--- config.mk ---
export PLATFORM = sky130hd
export DESIGN_NAME = rst_cause_unit
export DESIGN_NICKNAME = d
export VERILOG_FILES = /design/src/rtl/rcu_pkg.sv /design/src/rtl/rcu_arbiter.sv /design/src/rtl/rcu_flag_fsm.sv /design/src/rtl/rcu_bank_reg.sv /design/src/rtl/rcu_vector.sv /design/src/rtl/rst_cause_unit.sv
export SDC_FILE = /design/constraint.sdc
export NUM_CORES = 1
export LEC_CHECK = 0
export BUFFER_PORTS_ARGS = -buffer_cell sky130_fd_sc_hd__buf_2
export CORE_ASPECT_RATIO = 0.5
export CORE_UTILIZATION = 40
export DETAILED_ROUTE_END_ITERATION = 8
export HOLD_SLACK_MARGIN = 0.15
export PLACE_DENSITY = 0.77
export SYNTH_ARGS = -nofsm -noshare
export SYNTH_HDL_FRONTEND = slang
export SYNTH_SLANG_ARGS = --single-unit
--- constraint.sdc ---
create_clock -name clk -period 1.14 [get_ports clk]
set_clock_uncertainty 0.1 [all_clocks]
set_input_delay 0.228 -clock clk [delete_from_list [all_inputs] [get_ports clk]]
set_output_delay 0.228 -clock clk [all_outputs]
set_load 0.1 [all_outputs]
--- src/rtl/rcu_pkg.sv ---
package rcu_pkg;

    // Number of event strobes, index order is priority order (0 wins)
    localparam int NUM_EV = 8;

    typedef enum logic [3:0] {
        EV_NONE     = 4'd0,
        EV_POR      = 4'd1,
        EV_MCLR_RUN = 4'd2,
        EV_MCLR_SLP = 4'd3,
        EV_WDT_RUN  = 4'd4,
        EV_WDT_SLP  = 4'd5,
        EV_IRQ      = 4'd6,
        EV_SLEEP    = 4'd7,
        EV_WCLR     = 4'd8
    } rcu_ev_e;

    // State encoding equals {to, pd}
    typedef enum logic [1:0] {
        ST_WDT_WAKE = 2'b00,
        ST_WDT_RST  = 2'b01,
        ST_DOWN     = 2'b10,
        ST_CLEAN    = 2'b11
    } rcu_state_e;

    function automatic logic ev_clears_bank(input rcu_ev_e ev);
        return (ev == EV_POR) || (ev == EV_MCLR_RUN) ||
               (ev == EV_MCLR_SLP) || (ev == EV_WDT_RUN);
    endfunction

    function automatic logic ev_is_wake(input rcu_ev_e ev);
        return (ev == EV_WDT_SLP) || (ev == EV_IRQ);
    endfunction

    function automatic logic ev_loads_pc(input rcu_ev_e ev);
        return ev_clears_bank(ev) || ev_is_wake(ev);
    endfunction

endpackage

--- src/rtl/rcu_arbiter.sv ---
module rcu_arbiter
    import rcu_pkg::*;
(
    input  logic [NUM_EV-1:0] req,
    output rcu_ev_e           win
);

    always_comb begin
        win = EV_NONE;
        for (int i = NUM_EV - 1; i >= 0; i--) begin
            if (req[i]) begin
                win = rcu_ev_e'(4'(i + 1));
            end
        end
    end

    always_comb begin
        if (req[0]) begin
            assert (win == EV_POR) else $error("AST_POR_WINS violated");
        end
    end

endmodule

--- src/rtl/rcu_flag_fsm.sv ---
module rcu_flag_fsm
    import rcu_pkg::*;
(
    input  logic    clk,
    input  logic    rst_n,
    input  rcu_ev_e ev,
    output logic    to_flag,
    output logic    pd_flag
);

    rcu_state_e state_q;
    rcu_state_e state_d;

    always_ff @(posedge clk or negedge rst_n) begin
        if (!rst_n) begin
            state_q <= ST_CLEAN;
        end else begin
            state_q <= state_d;
        end
    end

    always_comb begin
        state_d = state_q;
        unique case (ev)
            EV_POR, EV_MCLR_RUN, EV_WCLR: state_d = ST_CLEAN;
            EV_WDT_RUN:                   state_d = ST_WDT_RST;
            EV_MCLR_SLP, EV_IRQ, EV_SLEEP: state_d = ST_DOWN;
            EV_WDT_SLP:                   state_d = ST_WDT_WAKE;
            EV_NONE:                      state_d = state_q;
            default:                      state_d = state_q;
        endcase
    end

    always_comb begin
        to_flag = 1'b1;
        pd_flag = 1'b1;
        unique case (state_q)
            ST_CLEAN:    begin to_flag = 1'b1; pd_flag = 1'b1; end
            ST_WDT_RST:  begin to_flag = 1'b0; pd_flag = 1'b1; end
            ST_DOWN:     begin to_flag = 1'b1; pd_flag = 1'b0; end
            ST_WDT_WAKE: begin to_flag = 1'b0; pd_flag = 1'b0; end
            default:     begin to_flag = 1'b1; pd_flag = 1'b1; end
        endcase
    end

    AST_IDLE_HOLDS_FLAGS: assert property (@(posedge clk) disable iff (!rst_n)
        (ev == EV_NONE) |=> $stable({to_flag, pd_flag}));
    AST_WDT_WAKE_FLAGS: assert property (@(posedge clk) disable iff (!rst_n)
        (ev == EV_WDT_SLP) |=> (!to_flag && !pd_flag));
    AST_SLEEP_FLAGS: assert property (@(posedge clk) disable iff (!rst_n)
        (ev == EV_SLEEP) |=> (to_flag && !pd_flag));

endmodule

--- src/rtl/rcu_bank_reg.sv ---
module rcu_bank_reg
    import rcu_pkg::*;
#(
    parameter int BANK_W = 3
) (
    input  logic              clk,
    input  logic              rst_n,
    input  rcu_ev_e           ev,
    input  logic              we,
    input  logic [BANK_W-1:0] wdata,
    output logic [BANK_W-1:0] bits
);

    logic [BANK_W-1:0] bits_q;

    always_ff @(posedge clk or negedge rst_n) begin
        if (!rst_n) begin
            bits_q <= '0;
        end else if (ev_clears_bank(ev)) begin
            bits_q <= '0;
        end else if (ev == EV_NONE && we) begin
            bits_q <= wdata;
        end
    end

    assign bits = bits_q;

    AST_WAKE_KEEPS_BANK: assert property (@(posedge clk) disable iff (!rst_n)
        ev_is_wake(ev) |=> $stable(bits));
    AST_EVENT_BEATS_WRITE: assert property (@(posedge clk) disable iff (!rst_n)
        (ev != EV_NONE && !ev_clears_bank(ev)) |=> $stable(bits));

endmodule

--- src/rtl/rcu_vector.sv ---
module rcu_vector
    import rcu_pkg::*;
#(
    parameter int          PC_W    = 13,
    parameter logic [31:0] IRQ_VEC = 32'h4
) (
    input  logic            clk,
    input  logic            rst_n,
    input  rcu_ev_e         ev,
    input  logic            gie,
    input  logic [PC_W-1:0] cur_pc,
    output logic            pc_load,
    output logic [PC_W-1:0] pc_next
);

    localparam logic [PC_W-1:0] VEC = IRQ_VEC[PC_W-1:0];

    logic [PC_W-1:0] pc_d;
    logic [PC_W-1:0] pc_q;
    logic            load_q;

    always_comb begin
        pc_d = pc_q;
        if (ev_clears_bank(ev)) begin
            pc_d = '0;
        end else if (ev == EV_IRQ && gie) begin
            pc_d = VEC;
        end else if (ev_is_wake(ev)) begin
            pc_d = cur_pc + 1'b1;
        end
    end

    always_ff @(posedge clk or negedge rst_n) begin
        if (!rst_n) begin
            pc_q   <= '0;
            load_q <= 1'b0;
        end else begin
            pc_q   <= pc_d;
            load_q <= ev_loads_pc(ev);
        end
    end

    assign pc_load = load_q;
    assign pc_next = pc_q;

    AST_LOAD_ONLY_AFTER_EVENT: assert property (@(posedge clk) disable iff (!rst_n)
        !ev_loads_pc(ev) |=> !pc_load);
    AST_IRQ_VECTOR: assert property (@(posedge clk) disable iff (!rst_n)
        (ev == EV_IRQ && gie) |=> (pc_load && pc_next == VEC));
    AST_RESET_VECTOR: assert property (@(posedge clk) disable iff (!rst_n)
        ev_clears_bank(ev) |=> (pc_load && pc_next == '0));

endmodule

--- src/rtl/rst_cause_unit.sv ---
module rst_cause_unit
    import rcu_pkg::*;
#(
    parameter int          PC_W    = 13,
    parameter int          BANK_W  = 3,
    parameter logic [31:0] IRQ_VEC = 32'h4
) (
    input  logic              clk,
    input  logic              rst_n,
    input  logic              ev_por,
    input  logic              ev_mclr_run,
    input  logic              ev_mclr_slp,
    input  logic              ev_wdt_run,
    input  logic              ev_wdt_slp,
    input  logic              ev_irq_wake,
    input  logic              ev_sleep,
    input  logic              ev_wdt_clr,
    input  logic              gie,
    input  logic [PC_W-1:0]   cur_pc,
    input  logic              bank_we,
    input  logic [BANK_W-1:0] bank_wdata,
    output logic              to_flag,
    output logic              pd_flag,
    output logic [BANK_W-1:0] bank_bits,
    output logic              pc_load,
    output logic [PC_W-1:0]   pc_next
);

    logic [NUM_EV-1:0] req;
    rcu_ev_e           win;

    assign req = {ev_wdt_clr, ev_sleep, ev_irq_wake, ev_wdt_slp,
                  ev_wdt_run, ev_mclr_slp, ev_mclr_run, ev_por};

    rcu_arbiter u_arb (
        .req (req),
        .win (win)
    );

    rcu_flag_fsm u_fsm (
        .clk     (clk),
        .rst_n   (rst_n),
        .ev      (win),
        .to_flag (to_flag),
        .pd_flag (pd_flag)
    );

    rcu_bank_reg #(.BANK_W(BANK_W)) u_bank (
        .clk   (clk),
        .rst_n (rst_n),
        .ev    (win),
        .we    (bank_we),
        .wdata (bank_wdata),
        .bits  (bank_bits)
    );

    rcu_vector #(.PC_W(PC_W), .IRQ_VEC(IRQ_VEC)) u_vec (
        .clk     (clk),
        .rst_n   (rst_n),
        .ev      (win),
        .gie     (gie),
        .cur_pc  (cur_pc),
        .pc_load (pc_load),
        .pc_next (pc_next)
    );

    AST_POR_FLAGS: assert property (@(posedge clk) disable iff (!rst_n)
        ev_por |=> (to_flag && pd_flag && bank_bits == '0));
    AST_WDT_RUN_FLAGS: assert property (@(posedge clk) disable iff (!rst_n)
        (ev_wdt_run && !ev_por && !ev_mclr_run && !ev_mclr_slp)
        |=> (!to_flag && pd_flag && bank_bits == '0));
    AST_MCLR_SLP_FLAGS: assert property (@(posedge clk) disable iff (!rst_n)
        (ev_mclr_slp && !ev_por && !ev_mclr_run)
        |=> (to_flag && !pd_flag && bank_bits == '0));

endmodule

==> results of run 1 <==
per-layer routing:
| layer | wire (um) | global-route usage | share of wire |
|---|---|---|---|
| met5 | 0 | 0 | 0 |
| met4 | 98 | 0.111 | 0.027 |
| met3 | 160 | 0.0518 | 0.044 |
| met2 | 1940 | 0.464 | 0.53 |
| met1 | 1440 | 0.229 | 0.40 |
final timing paths:
check / end / slack, ns
max: pd_flag / -0.20
min reg2reg: u_vec.pc_next[4]$_DFFE_PN0P_ / 0.43
min: u_fsm.state_q[0]$_DFFE_PN1P_ / 0.17
min in group asynchronous: u_vec.pc_next[3]$_DFFE_PN0P_ / 0.35
max in group asynchronous: u_fsm.state_q[1]$_DFFE_PN1P_ / 0.26
max reg2reg: u_fsm.state_q[1]$_DFFE_PN1P_ / 0.11
stage by stage:
step	setup TNS, ns	setup slack, ns	hold WS [ns]	cell area, um^2
after floorplan	-2.12	-0.147	-0.168	1160
after global placement	-4.96	-0.331	0.0816	1900
after detailed placement	-5.48	-0.338	0.0953	1900
after CTS	-1.29	-0.190	0.170	2090
after global routing	-3.12	-0.222	0.181	2150
final	-2.01	-0.202	0.172	2150
cells in the mapped netlist (3+ instances only):
library cell | number | area [um^2]
dfrtp_1 | 17 | 425
nand2_1 | 12 | 45.0
nor2_1 | 9 | 33.8
o2bb2ai_2 | 9 | 135
xnor2_1 | 7 | 61.3
nand3_1 | 5 | 25.0
nor3_1 | 5 | 25.0
a21oi_1 | 3 | 15.0
mux2i_1 | 3 | 30.0
nand2b_1 | 3 | 18.8
nand4_1 | 3 | 18.8
o21ai_0 | 3 | 15.0
o2bb2ai_1 | 3 | 26.3
xor2_1 | 3 | 26.3
tightest hold or removal path: cells and delay by family:
family | cells | cell delay [ns]
buffers and inverters | 2 | 0.16
AO/OA/AOI/OAI | 2 | 0.14
cell families after synthesis:
group,count (synthesis),share of synthesized area
and+or+nand+nor,43,0.200
adders and majority gates,1,0.0113
AOI/OAI and AO/OA,23,0.218
buffers and inverters,7,0.0339
DFF,19,0.431
muxes,3,0.0271
xor gates and xnor gates,10,0.0790
repair_timing:
action / in CTS / in global routing
hold buffers: 5 / 0
endpoints found under the setup margin: 34 / 35
hold endpoints to repair: 23 / 0
pin swaps: 2 / 1
setup buffers: 9 / 3
gates resized for setup: 7 / 12
power by group:
part	switching, mW	leakage [nW]	internal (mW)	total (mW)
Combinational	0.243	0.679	0.207	0.450
Sequential	0.0130	0.226	0.688	0.701
Clock	0.224	0.0228	0.249	0.473
Total	0.480	0.927	1.14	1.62
flip-flops by register name, summed over array words and instances, names as in the netlist:
| name | count |
|---|---|
| u_vec.pc_load | 1 |
| u_vec.pc_next | 13 |
| u_bank.bits | 3 |
| u_fsm.state_q | 2 |
cell type report:
type                            count  area, um^2
Multi-Input combinational cell     80         656
Clock buffer                        4        45.0
Timing Repair Buffer               88         897
Inverter                            3        11.3
Tap cell                           37        46.3
Sequential cell                    19         499
Fill cell                         136         464
==> results.py, run 1 <==
metrics = {
    "synthesis": {
        "netlist_instances": 106,
        "async_flop_share": 1.00,
        "synth_edf_count": 0,
        "yosys_warnings": 0,
        "synth_seq_area_share": 0.431,
        "yosysUniqueCellTypes": 31,
        "netlist_area_mm2": 0.00111,
        "synthesis.nets": 135,
        "ys_ff_latch": 19,
        "synth_area_per_cell_um2": 10.5,
        "ys.flop_type": "dfrtp_1",
    },
    "global_routing": {
        "grt_start_max_net_pins": 20,
        "grt_pass1_vias": 1102,
        "antenna_found_initial": 0,
        "grt_usage": 0.225,
        "grt_pass1_wl_mm": 4.95,
        "grt_overflow_total": 0,
    },
    "sta": {
        "period_minus_slack_ns": 1.34,
        "fin_crit_sh": 1.18,
        "slew_viol_final": 0,
        "fmax_mhz": 745,
        "rsz0062_at_grt": "yes",
        "relSlewSlack": 0.720,
        "setup_slack_ns": -0.202,
        "tightestPinTransition_ns": 0.420,
        "setup_viol": 36,
        "hold_viol": 0,
    },
    "floorplan": {
        "dieHeight_um": 39.2,
        "die_x_um": 76.5,
        "die-area_mm2": 0.00300,
        "start_util": 0.423,
        "core_mm2": 0.00262,
        "fp-row-count": 13,
        "num_io_pins": 47,
    },
    "drt": {
        "dr.pass1.iters": 4,
        "drt-total-wl_mm": 3.64,
        "vias": 1197,
        "drt_iter0_markers": 121,
        "wl_per_cell_um": 15.8,
        "ant_nets": 0,
        "drc": 0,
        "routed_via_density": 5.18,
    },
    "setup_path": {
        "required_ns": 0.81,
        "cp_top_family": "flip-flops",
        "worstReg2RegStart": "u_fsm.state_q[1]$_DFFE_PN1P_",
        "start_kind": "flop",
        "reg2reg_depth": 2,
        "path_buf_inv": 1,
        "path_class": "reg2out",
        "cp.depth": 1,
        "cp_slowest_cell": "dfstp_2",
        "cp_cell_sequence": "buf_12",
        "critPathMaxStageDelay_ns": 0.57,
        "crit_start": "u_fsm.state_q[0]$_DFFE_PN1P_",
        "endpoint_kind": "output port",
        "cp.arrival_ns": 1.01,
        "cp_max_fo": 2,
    },
    "hold_path": {
        "hold_path_depth": 4,
        "hp-class": "in2reg",
        "hold_path_startpoint": "ev_mclr_slp",
    },
    "layout": {
        "final_util": 0.823,
        "mostFrequentLayoutCell": "buf_4",
        "layout-drive-gt1-share": 0.665,
        "layoutNonFillerInstCount": 231,
        "layout.nets": 224,
        "syn2layout_area_growth_pct": 94.4,
        "final_cell_mix": "36 x buf_4, 23 x buf_2, 21 x buf_12",
        "diodes": 0,
    },
    "outcome": {
        "status": "finished, violations left",
        "violations": "negative setup slack",
    },
    "pwr": {
        "p_per_area_mw_per_mm2": 754,
        "p_leak_nw": 0.927,
        "ir_drop_mv": 0.472,
        "power_mw": 1.62,
    },
    "clocking": {
        "cts.sinks": 19,
        "cts_tree": "done",
        "cts_buffers": 3,
        "h-tree-depth": 1,
        "clockBufferDepth": 2,
        "clkTransAtPathRegs_ns": 0.07,
        "cts_root_buf": "clkbuf_8",
        "clock_latency_ns": 0.26,
    },
    "place": {
        "port_buffers": 46,
        "dp.cells": 210,
        "dpl.hpwl_mm": 2.23,
        "gp_congestion": 0.788,
    },
    "run": {
        "cap_viol_max_count": 0,
    },
}
Note: power is estimated with default switching activity, not from simulation.
==> run 2: changes to the inputs <==
--- a/config.mk
+++ b/config.mk
@@ -6,11 +6,10 @@
 export NUM_CORES = 1
 export LEC_CHECK = 0
 export BUFFER_PORTS_ARGS = -buffer_cell sky130_fd_sc_hd__buf_2
-export CORE_ASPECT_RATIO = 0.5
-export CORE_UTILIZATION = 40
+export CORE_UTILIZATION = 47
 export DETAILED_ROUTE_END_ITERATION = 8
-export HOLD_SLACK_MARGIN = 0.15
-export PLACE_DENSITY = 0.77
+export HOLD_SLACK_MARGIN = 0.02
+export PLACE_DENSITY = 0.87
 export SYNTH_ARGS = -nofsm -noshare
 export SYNTH_HDL_FRONTEND = slang
 export SYNTH_SLANG_ARGS = --single-unit
==> results.py, run 2 <==
metrics = {
    "synthesis": {
        "netlist_instances": 106,
        "netlist_area_mm2": 0.00111,
        "yosysUniqueCellTypes": 31,
        "synth_area_per_cell_um2": 10.5,
        "ys_ff_latch": 19,
        "synth_seq_area_share": 0.431,
        "yosysTopAreaCell": "dfrtp_1",
        "synth.area.top_cells": "dfrtp_1 38%, o2bb2ai_2 12%, xnor2_1 5.5%, dfstp_2 4.7%, nand2_1 4.1%",
        "ys_top_cells_by_count": "17 x dfrtp_1, 12 x nand2_1, 9 x nor2_1, 9 x o2bb2ai_2, 7 x xnor2_1",
        "async_flop_share": 1.00,
        "yosysTopAreaCellShare": 0.384,
        "synth_edf_count": 0,
        "yosys_warnings": 0,
        "synthMostInstantiatedCell": "dfrtp_1",
        "synthesis.nets": 135,
        "ys.flop_type": "dfrtp_1",
    },
    "floorplan": {
        "num_io_pins": 47,
        "fp-row-count": 17,
        "die_x_um": 50.6,
        "start_util": 0.501,
        "dieHeight_um": 50.6,
    },
    "sta": {
        "worstEpCategory": "output port",
        "grt-worst-endpoint": "to_flag",
    },
    "clocking": {
        "cts_buffers": 3,
        "clockBufferDepth": 2,
        "cts_root_buf": "clkbuf_4",
        "h-tree-depth": 1,
        "cts.sinks": 19,
    },
    "place": {
        "dp.cells": 201,
        "dpl.hpwl_mm": 3.02,
        "postPlaceCellArea_mm2": 0.00187,
        "port_buffers": 46,
        "gp_congestion": 0.826,
    },
    "global_routing": {
        "grt_start_max_net_pins": 20,
    },
    "outcome": {
        "status": "aborted with a tool error",
        "haltStage": "global routing (5_1_grt)",
        "error": "[ERROR DPL-0038] Utilization greater than 100%, impossible to legalize",
    },
}
-- run 2: cell counts after synthesis --
No cell type changed its count.
-- run 2: timing repair --
action,in CTS
hold endpoints to repair,17
resized for setup,16
hold buffers,1
setup endpoints to repair,34
buffers inserted,13
gates cloned,1
pin swaps,5
-- run 2: logic make-up after synthesis --
group           synth area share
compound gates             0.218
xor+xnor                  0.0790
fa+ha+maj                 0.0113
buf+inv                   0.0339
flops                      0.431
mux                       0.0271
simple gates               0.200
-- run 2: per-stage QoR --
stage               setup WS [ns]  hold slack, ns  utilization  TNS, ns
CTS                        -0.251          0.0366        0.960    -3.99
detailed placement         -0.414          0.0850        0.846    -6.50
global placement           -0.312          0.0728        0.846    -4.79
floorplan                  -0.147          -0.168            -    -2.12
==> run 3: changes to the inputs <==
--- a/config.mk
+++ b/config.mk
@@ -6,10 +6,10 @@
 export NUM_CORES = 1
 export LEC_CHECK = 0
 export BUFFER_PORTS_ARGS = -buffer_cell sky130_fd_sc_hd__buf_2
-export CORE_UTILIZATION = 47
+export CORE_AREA = 2 2 63 65
 export DETAILED_ROUTE_END_ITERATION = 8
-export HOLD_SLACK_MARGIN = 0.02
-export PLACE_DENSITY = 0.87
+export DIE_AREA = 0 0 65 67
+export PLACE_DENSITY_LB_ADDON = 0.15
 export SYNTH_ARGS = -nofsm -noshare
 export SYNTH_HDL_FRONTEND = slang
 export SYNTH_SLANG_ARGS = --single-unit
==> results.py, run 3 (synthesis results as in run 1) <==
metrics = {
    "outcome": {
        "status": "finished, violations left",
        "violations": "negative setup slack",
    },
    "drt": {
        "routed_via_density": 4.59,
        "drt-total-wl_mm": 3.19,
        "drc": 0,
        "dr.pass1.iters": 5,
        "vias": 1124,
        "wl_per_cell_um": 13.0,
        "ant_nets": 0,
        "drt_iter0_markers": 35,
    },
    "sta": {
        "relSlewSlack": 0.709,
        "setup_viol": 32,
        "fmax_mhz": 760,
        "setup_slack_ns": -0.175,
        "slew_viol_final": 0,
        "rsz0062_at_grt": "yes",
        "setup_tns_ns": -1.95,
        "fin_crit_sh": 1.15,
        "period_minus_slack_ns": 1.32,
        "tightestPinTransition_ns": 0.437,
        "hold_viol": 0,
    },
    "floorplan": {
        "die-area_mm2": 0.00436,
        "fp-row-count": 22,
        "dieHeight_um": 67,
        "num_io_pins": 47,
        "die_x_um": 65,
        "core_mm2": 0.00361,
        "start_util": 0.307,
    },
    "pwr": {
        "p_per_area_mw_per_mm2": 733,
        "p_sw_frac": 0.292,
        "clkPwrFrac": 0.292,
        "p_seq_frac": 0.439,
        "ir_drop_mv": 0.634,
        "switchingPower_uw": 465,
        "combPwrFrac": 0.270,
        "p_leak_nw": 0.955,
        "intPower_mw": 1.13,
    },
    "setup_path": {
        "path_buf_inv": 1,
        "rrSetupSlack_ns": 0.10,
        "critPathMaxStageDelay_ns": 0.56,
        "cp_top_family": "flip-flops",
        "path_class": "reg2out",
        "start_kind": "flop",
        "required_ns": 0.81,
        "cp.arrival_ns": 0.99,
        "endpoint_kind": "output port",
        "cp_max_fo": 2,
        "cp_slowest_cell": "dfstp_2",
        "cp_cell_sequence": "buf_12",
    },
    "global_routing": {
        "grt_usage": 0.166,
        "grt_pass1_wl_mm": 5.55,
        "grt_pass1_vias": 1213,
        "grt_overflow_total": 0,
        "grt_start_max_net_pins": 20,
        "antenna_found_initial": 0,
    },
    "place": {
        "dpl.hpwl_mm": 2.33,
        "dp.cells": 224,
        "gp_congestion": 0.792,
        "port_buffers": 46,
    },
    "run": {
        "cap_viol_max_count": 0,
    },
    "clocking": {
        "cts.sinks": 19,
        "clock_latency_ns": 0.25,
        "cts_buffers": 3,
        "cts_tree": "done",
        "h-tree-depth": 1,
        "clkTransAtPathRegs_ns": 0.07,
        "cts_root_buf": "clkbuf_8",
        "clockBufferDepth": 2,
    },
    "hold_path": {
        "hp-class": "in2reg",
    },
    "layout": {
        "layout-drive-gt1-share": 0.690,
        "seq_area_um2": 499,
        "multi_input_comb_area_um2": 654,
        "mostFrequentLayoutCell": "buf_4",
        "diodes": 0,
        "syn2layout_area_growth_pct": 96.5,
        "fillers": 314,
        "layout.nets": 227,
        "layoutNonFillerInstCount": 245,
        "largest_reg_flops": 13,
        "final_cell_mix": "42 x buf_4, 25 x buf_2, 21 x buf_12",
    },
}
## run 3: final cells by class
class                      instances  area share
inverter                           3     0.00517
sequential                        19       0.229
multi-input combinational         80       0.300
timing repair buffer              91       0.416
tap                               48      0.0276
clock inverter                     1     0.00230
clock buffer                       3      0.0190
## run 3: metrics by stage
step | power, mW | area, um^2 | util | setup WS, ns | hold WS, ns
6_report | 1.60 | 2180 | 0.604 | -0.175 | 0.104
5_1_grt | 1.69 | 2180 | 0.604 | -0.209 | 0.101
4_1_cts | 1.62 | 2130 | 0.592 | -0.194 | 0.0994
3_5_place_dp | 1.11 | 1930 | 0.536 | -0.354 | 0.100
3_3_place_gp | 1.10 | 1930 | 0.536 | -0.314 | 0.0934
2_1_floorplan | 0.885 | 1160 | - | -0.147 | -0.168
## run 3: routing by layer
layer	GRT usage	routed length, um	vias to the layer above
met5	0	0	-
met4	0.0399	19	0
met3	0.0439	124	2
met2	0.300	1650	19
met1	0.194	1400	537
li1	-	-	566
## run 3: power by group through the flow
stage          clock [mW]  sequential, mW  combinational [mW]
3_5_place_dp            0           0.714               0.397
6_report            0.466           0.700               0.430
5_1_grt             0.530           0.701               0.462
3_3_place_gp            0           0.714               0.389
4_1_cts             0.498           0.700               0.423
2_1_floorplan           0           0.763               0.123
## run 3: timing repair
item                                    in CTS  in global routing
buffers inserted                            10                  5
endpoints found under the setup margin      34                 36
gates resized for setup                      9                  4
endpoints found under the hold margin       17                  0
pin swaps                                    4                  1
hold buffers                                 1                  0
cloned                                       1                  0
## run 3: worst paths after layout
check	startpoint	to	cells after the start
worst max-delay path	u_fsm.state_q[1]$_DFFE_PN1P_	to_flag	1
worst min-delay path	bank_wdata[0]	u_bank.bits[0]$_DFFE_PN0P_	3
worst max register to register	u_fsm.state_q[1]$_DFFE_PN1P_	u_fsm.state_q[1]$_DFFE_PN1P_	2
worst min register to register	u_bank.bits[2]$_DFFE_PN0P_	u_bank.bits[2]$_DFFE_PN0P_	2
max in group asynchronous	rst_n	u_fsm.state_q[1]$_DFFE_PN1P_	2
min in group asynchronous	rst_n	u_vec.pc_next[11]$_DFFE_PN0P_	2
==> run 4: changes to the inputs <==
--- a/config.mk
+++ b/config.mk
@@ -10,6 +10,7 @@
 export DETAILED_ROUTE_END_ITERATION = 8
 export DIE_AREA = 0 0 65 67
 export PLACE_DENSITY_LB_ADDON = 0.15
+export REMOVE_ABC_BUFFERS = 1
 export SYNTH_ARGS = -nofsm -noshare
 export SYNTH_HDL_FRONTEND = slang
 export SYNTH_SLANG_ARGS = --single-unit
==> results.py, run 4 (synthesis results as in run 1) <==
metrics = {
    "place": {
        "dpl.hpwl_mm": 2.36,
        "port_buffers": 46,
        "dp.cells": 224,
        "postPlaceCellArea_mm2": 0.00189,
        "gp_congestion": 0.824,
    },
    "floorplan": {
        "dieHeight_um": 67,
        "core_mm2": 0.00361,
        "die-area_mm2": 0.00436,
        "die_x_um": 65,
        "num_io_pins": 47,
        "start_util": 0.307,
        "fp-row-count": 22,
    },
    "global_routing": {
        "grt_start_max_net_pins": 20,
        "grt_usage": 0.158,
        "antenna_found_initial": 0,
        "grt_overflow_total": 0,
        "grt_pass1_vias": 1204,
        "grt_pass1_wl_mm": 5.31,
    },
    "drt": {
        "drt-total-wl_mm": 3.25,
        "dr.pass1.iters": 4,
        "routed_via_density": 4.66,
        "vias": 1137,
        "wl_per_cell_um": 13.3,
        "drc": 0,
        "top_layer_used": "met4",
        "wl_met1_mm": 1.35,
        "wl_met3_um": 191,
        "drt_iter0_markers": 54,
        "route.met2.wl_mm": 1.69,
        "ant_nets": 0,
    },
    "sta": {
        "tightestPinTransition_ns": 0.444,
        "period_minus_slack_ns": 1.32,
        "slew_viol_final": 0,
        "fmax_mhz": 759,
        "rsz0062_at_grt": "yes",
        "fin_crit_sh": 1.16,
        "setup_slack_ns": -0.177,
        "relSlewSlack": 0.704,
        "setup_viol": 32,
        "hold_viol": 0,
    },
    "setup_path": {
        "critPathMaxStageDelay_ns": 0.56,
        "rrSetupSlack_ns": 0.13,
        "crit_end": "to_flag",
        "cp_cell_sequence": "buf_12",
        "reg2reg_depth": 3,
        "cp.depth": 1,
        "cp_slowest_cell": "dfstp_2",
        "path_class": "reg2out",
        "cp_top_family": "flip-flops",
        "worstReg2RegStart": "u_vec.pc_next[8]$_DFFE_PN0P_",
        "required_ns": 0.81,
        "crit_start": "u_fsm.state_q[1]$_DFFE_PN1P_",
        "endpoint_kind": "output port",
        "start_kind": "flop",
        "cp_max_fo": 2,
        "cp.arrival_ns": 0.99,
        "path_buf_inv": 1,
        "rr_endpoint": "u_vec.pc_next[8]$_DFFE_PN0P_",
    },
    "outcome": {
        "violations": "negative setup slack",
        "status": "finished, violations left",
    },
    "layout": {
        "mostFrequentLayoutCell": "buf_4",
        "layout.nets": 226,
        "layout-drive-gt1-share": 0.597,
        "final_cell_mix": "41 x buf_4, 23 x buf_2, 21 x buf_12",
        "layoutNonFillerInstCount": 244,
        "fillers": 311,
        "syn2layout_area_growth_pct": 94.6,
        "multi_input_comb_area_um2": 642,
        "seq_area_um2": 478,
        "diodes": 0,
        "stdcell_area_mm2": 0.00216,
        "largest_reg_flops": 13,
    },
    "clocking": {
        "cts_tree": "done",
        "clock_latency_ns": 0.25,
        "clkTransAtPathRegs_ns": 0.07,
        "cts_buffers": 3,
        "clockBufferDepth": 2,
        "cts_root_buf": "clkbuf_8",
        "h-tree-depth": 1,
        "cts.sinks": 19,
    },
    "pwr": {
        "combPwrFrac": 0.272,
        "ir_drop_mv": 0.439,
        "p_sw_frac": 0.288,
        "intPower_mw": 1.13,
        "p_leak_nw": 0.977,
        "switchingPower_uw": 459,
        "p_seq_frac": 0.440,
        "p_per_area_mw_per_mm2": 738,
        "clkPwrFrac": 0.288,
    },
    "run": {
        "cap_viol_max_count": 0,
    },
    "hold_path": {
        "hp-class": "in2reg",
    },
}
==> run 4: cell types whose count changed in the layout (fill, tap and decap cells not counted), sizes merged <==
cell,previous run,this run
buf,89,88
==> run 4: worst min-delay path by stage <==
stage                                               to  cells after the start     startpoint
after CTS                   u_bank.bits[0]$_DFFE_PN0P_                      3  bank_wdata[0]
after detailed placement  u_vec.pc_next[9]$_DFFE_PN0P_                      1          rst_n
after global placement    u_vec.pc_next[8]$_DFFE_PN0P_                      1          rst_n
after global routing        u_bank.bits[1]$_DFFE_PN0P_                      3  bank_wdata[1]
after floorplan             u_bank.bits[0]$_DFFE_PN0P_                      0          rst_n
final                       u_bank.bits[0]$_DFFE_PN0P_                      3  bank_wdata[0]
==> run 4: worst register-to-register path, delay by kind of cell, from the launching register on <==
kind / cells / cell delay [ns]
DFF: 1 / 0.42
buffers and inverters: 2 / 0.28
AOI/OAI and AO/OA: 1 / 0.11
==> run 4: layout make-up <==
type	instances	area share
Clock buffer	3	0.0191
Clock inverter	1	0.00232
Inverter	3	0.00522
Multi-Input combinational cell	80	0.298
Sequential cell	19	0.222
Tap cell	48	0.0278
Timing Repair Buffer	90	0.426
==> run 4: routing by layer <==
layer  up-vias  global-route usage
li1        558                   -
met1       536               0.187
met2        39               0.287
met3         4              0.0253
met4         0              0.0559
met5         -                   0
==> run 4: repair_timing <==
action | 4_1_cts | 5_1_grt
setup endpoints to repair | 35 | 37
gates cloned | 0 | 1
resized for setup | 6 | 12
endpoints found under the hold margin | 17 | 0
pin swaps | 3 | 2
hold buffers | 1 | 0
setup buffers | 10 | 4
==> run 4: power groups by stage <==
stage,logic (mW),clock network [mW],registers (mW)
global route,0.463,0.504,0.700
CTS,0.411,0.477,0.699
finish,0.433,0.458,0.699
floorplan,0.0878,0,0.786
detailed placement,0.389,0,0.713
global placement,0.381,0,0.713
==> run 4: per-stage QoR <==
step / setup WS (ns) / total power [mW] / TNS [ns] / utilization / hold WS, ns
2_1_floorplan: -0.382 / 0.874 / -7.43 / - / -0.168
3_3_place_gp: -0.310 / 1.09 / -5.02 / 0.525 / 0.0913
3_5_place_dp: -0.355 / 1.10 / -5.47 / 0.525 / 0.0974
4_1_cts: -0.189 / 1.59 / -1.47 / 0.571 / 0.114
5_1_grt: -0.202 / 1.67 / -2.54 / 0.598 / 0.116
6_report: -0.177 / 1.59 / -1.68 / 0.598 / 0.120
